File: src/rtl/irq_arbiter.sv
module irq_arbiter #(
  parameter int VEC_STEP = 4
) (
  input  logic       clk,
  input  logic       rst_n,
  input  logic       phase_t2,
  input  logic [5:0] src_evt,
  input  logic       wr_en,
  input  logic       wr_sel,
  input  logic [7:0] wr_data,
  input  logic       reti,
  input  logic       stack_full,
  output logic       irq_req,
  output logic [2:0] irq_vec,
  output logic [7:0] irq_addr,
  output logic [7:0] ctl0_rd,
  output logic [7:0] ctl1_rd
);
  localparam int NSRC = 6;

  logic            master;
  logic [NSRC-1:0] en, fl;
  logic [NSRC-1:0] live, ack_mask, fl_wmask, fl_wval, en_wval, fl_n;
  logic [2:0]      win_idx;
  logic            hit, ack, wr0, wr1;

  assign wr0  = wr_en & ~wr_sel;
  assign wr1  = wr_en &  wr_sel;
  assign live = fl & en;

  always_comb begin
    win_idx = '0;
    hit     = 1'b0;
    for (int i = NSRC - 1; i >= 0; i--)
      if (live[i]) begin
        win_idx = 3'(i);
        hit     = 1'b1;
      end
  end

  assign ack      = phase_t2 & master & ~stack_full & hit;
  assign ack_mask = ack ? (NSRC'(1) << win_idx) : '0;

  assign fl_wmask = {wr1, wr1, wr1, wr0, wr0, wr0};
  assign fl_wval  = {wr_data[5], wr_data[4], wr_data[6], wr_data[6], wr_data[5], wr_data[4]};
  assign en_wval  = {wr_data[1], wr_data[0], wr_data[2], wr_data[3], wr_data[2], wr_data[1]};
  assign fl_n     = (fl_wmask & fl_wval) | (~fl_wmask & fl & ~ack_mask) | src_evt;

  always_ff @(posedge clk or negedge rst_n) begin
    if (!rst_n) begin
      master  <= 1'b0;
      en      <= '0;
      fl      <= '0;
      irq_req <= 1'b0;
      irq_vec <= '0;
    end else begin
      fl      <= fl_n;
      en      <= (fl_wmask & en_wval) | (~fl_wmask & en);
      irq_req <= ack;
      irq_vec <= ack ? win_idx + 3'd1 : 3'd0;
      if (wr0)       master <= wr_data[0];
      else if (ack)  master <= 1'b0;
      else if (reti) master <= 1'b1;
    end
  end

  assign irq_addr = 8'(irq_vec) * 8'(VEC_STEP);
  assign ctl0_rd  = {1'b0, fl[2], fl[1], fl[0], en[2], en[1], en[0], master};
  assign ctl1_rd  = {1'b0, fl[3], fl[5], fl[4], 1'b0, en[3], en[5], en[4]};
endmodule


File: config.mk
export PLATFORM = sky130hd
export DESIGN_NAME = irq_arbiter
export DESIGN_NICKNAME = d
export VERILOG_FILES = /design/src/rtl/irq_arbiter.sv
export SDC_FILE = /design/constraint.sdc
export NUM_CORES = 1
export LEC_CHECK = 0
export BUFFER_PORTS_ARGS = -buffer_cell sky130_fd_sc_hd__buf_2
export CAP_MARGIN = 20
export CORE_MARGIN = 10
export CORE_UTILIZATION = 35
export CTS_CLUSTER_DIAMETER = 120
export DETAILED_ROUTE_END_ITERATION = 10
export GPL_ROUTABILITY_DRIVEN = 0
export PLACE_DENSITY = 0.74
export REMOVE_ABC_BUFFERS = 1
export SYNTH_ARGS = -nofsm -noshare
export SYNTH_HDL_FRONTEND = slang
export SYNTH_SLANG_ARGS = --single-unit
File: constraint.sdc
create_clock -name clk -period 1.7 [get_ports clk]
set_clock_uncertainty 0.1 [all_clocks]
set_input_delay 0.17 -clock clk [delete_from_list [all_inputs] [get_ports clk]]
set_output_delay 0.17 -clock clk [all_outputs]
set_load 0.02 [all_outputs]
==> reports/results.ini <==
[finish]
area_growth_pct=54.8
fin_util=0.566
n_fill_cell=253
drive_above_1_share=0.494
antenna_cells=0
layout.nets=205
finalNonFillerCells=209

[logic_synthesis]
synth_area_leader_cell=dfrtp_1
avgSynthCellArea_um2=9.70
netlist_area_um2=1010
synth_edf_count=0
postSynthRegisterBits=17
yosysWarnings=0
async_reset_ff_frac=1.00
synth_commonest_cells=nand2_1 (19), dfrtp_1 (17), buf_4 (12)
seq_area_frac_synth=0.422
syn-instance-count=104
synth_flop_cell=dfrtp_1
synth.top_cells.by_area=dfrtp_1 (42%), buf_4 (8.9%), nand2_1 (7.1%)
yosysTopAreaCellShare=0.422
yosysMostFrequentCell=nand2_1
synthDistinctLibCells=31

[global_route]
grt_max_degree=18
grt_overflow=0
grt_pass1_vias=1112
grt_usage=0.134
grt_pass1_wl_um=5600
antenna_found_initial=0

[clock_network]
cts.htree.levels=1
clock_path_buffers=2
cts_root_buf=clkbuf_4
cts_buffers=3
clkTransAtPathRegs_ps=90
clk_latency_ps=310
clock_sinks=17
cts_tree=built

[hold_path]
hold_class=input port to register
hp-start=src_evt[4]
hold_end=fl[4]
whs_path_depth=3

[floorplanning]
core-area_um2=2760
fp.dieArea_um2=5430
fp.dieW_um=73.7
start_util=0.366
io_pins=49
fp-row-count=19
die_h_um=73.7

[routing]
via_per_inst=4.83
drc_errors=0
drt_wl_total_um=3510
num_vias=1010
wl_per_cell_um=16.8
drt-initial-drc-count=52
ant_nets=0
drt_first_pass_iters=4

[sta]
fin_setup_tns_ps=-286
min_period_ps=1970
worst_slack_ps=-266
setup_violations=3
grt_setup_unrepaired=yes
period_share=1.16
finalHoldViolCount=0
drv_slew=0
max_freq_ghz=0.509
holdWs_ps=31.1

[critical_path]
regToRegEndpoint=fl[3]
worstPathMaxFanout=2
setup.worst_path.class=register to register
timing.rr.start=fl[4]
required_ps=1840
rrSetupSlack_ps=-270
worstSetupEndpointType=register
worstPathArrival_ps=2110
r2r_cells=9
start_kind=register

[placement]
dp_cells=187
hpwl_um=2600
port_buffers=39

[outcome]
failed_checks=setup timing
status=finished with violations

[run]
cap_violations=0

[power_and_ir_drop]
p_leak_nw=0.804
p_per_area_nw_per_um2=831
irDropWorstVdd_mv=0.478
power_mw=1.30

==> timing repair <==
item | CTS | global route
gates resized for setup | 7 | 5
pin swaps | 7 | 3
hold buffers | 9 | 2
buffers inserted | 6 | 1
endpoints found under the hold margin | 24 | 2
endpoints found under the setup margin | 3 | 7
==> logic make-up (layout without fill, tap and decap cells) <==
family,Yosys count,after routing,share of synthesized area
and+or+nand+nor,41,41,0.217
AOI/OAI and AO/OA,19,19,0.149
buffers and inverters,18,85,0.113
DFF,17,17,0.422
adders and majority gates,5,5,0.0620
muxes,3,3,0.0335
other,1,8,0.00372
==> report_power, final <==
group / total (mW) / switching (mW) / leakage (nW) / internal [mW]
clock: 0.227 / 0.139 / 0.0177 / 0.0880
sequential: 0.476 / 0.0299 / 0.196 / 0.446
combinational: 0.595 / 0.323 / 0.591 / 0.272
==> worst max-delay path by stage <==
stage	start	to	slack [ps]
global route	fl[4]	fl[3]	-360
floorplan	register	fl[3]	-340
detailed placement	fl[4]	fl[3]	-250
CTS	fl[5]	fl[3]	-230
global placement	register	fl[3]	-180
finish	fl[4]	fl[3]	-270
==> per-layer routing <==
layer	track usage	vias to the layer above	wire length, um
li1	-	487	-
met1	0.140	481	1380
met2	0.235	37	1810
met3	0.0404	5	256
met4	0.0663	0	67
met5	0	-	0
==> cells in the final DEF (no fill, tap or decap), types with 2 or more instances in the layout <==
cell type / instances
a211o_1: 3
a211oi_1: 2
a21oi_2: 2
a31oi_1: 5
and3_1: 2
buf_2: 39
buf_4: 26
clkbuf_4: 3
conb_1: 8
dfrtp_1: 17
dlygate4sd3_1: 11
ha_1: 2
ha_4: 2
inv_1: 2
inv_2: 3
mux2_1: 3
nand2_1: 17
nand2_2: 4
nand2b_1: 2
nand3_1: 2
nor2_1: 6
or2_1: 2
==> critical path, stage by stage (launching register included) <==
cell and delay (ps):
dfrtp_1 380, nand2_2 50, a32oi_2 240, nor2_1 70
or2_1 250, ha_2 210, ha_4 150, or2b_1 220
a21oi_2 120, a311o_1 120
==> through the flow <==
| step | instance area [um2] | setup WS, ps |
|---|---|---|
| 2_1_floorplan | 940 | -343 |
| 3_3_place_gp | 1320 | -182 |
| 3_5_place_dp | 1320 | -246 |
| 4_1_cts | 1500 | -225 |
| 5_1_grt | 1560 | -362 |
| 6_report | 1560 | -266 |
==> area by class of cell <==
type / instances / area [um2] / share of cell area
Tap cell: 31 / 38.8 / 0.0248
Multi-Input combinational cell: 76 / 551 / 0.353
Timing Repair Buffer: 76 / 500 / 0.321
Inverter: 5 / 18.8 / 0.0120
Sequential cell: 17 / 425 / 0.272
Clock inverter: 1 / 5.00 / 0.00321
Clock buffer: 3 / 22.5 / 0.0144
(Power assumes the default switching activity.)
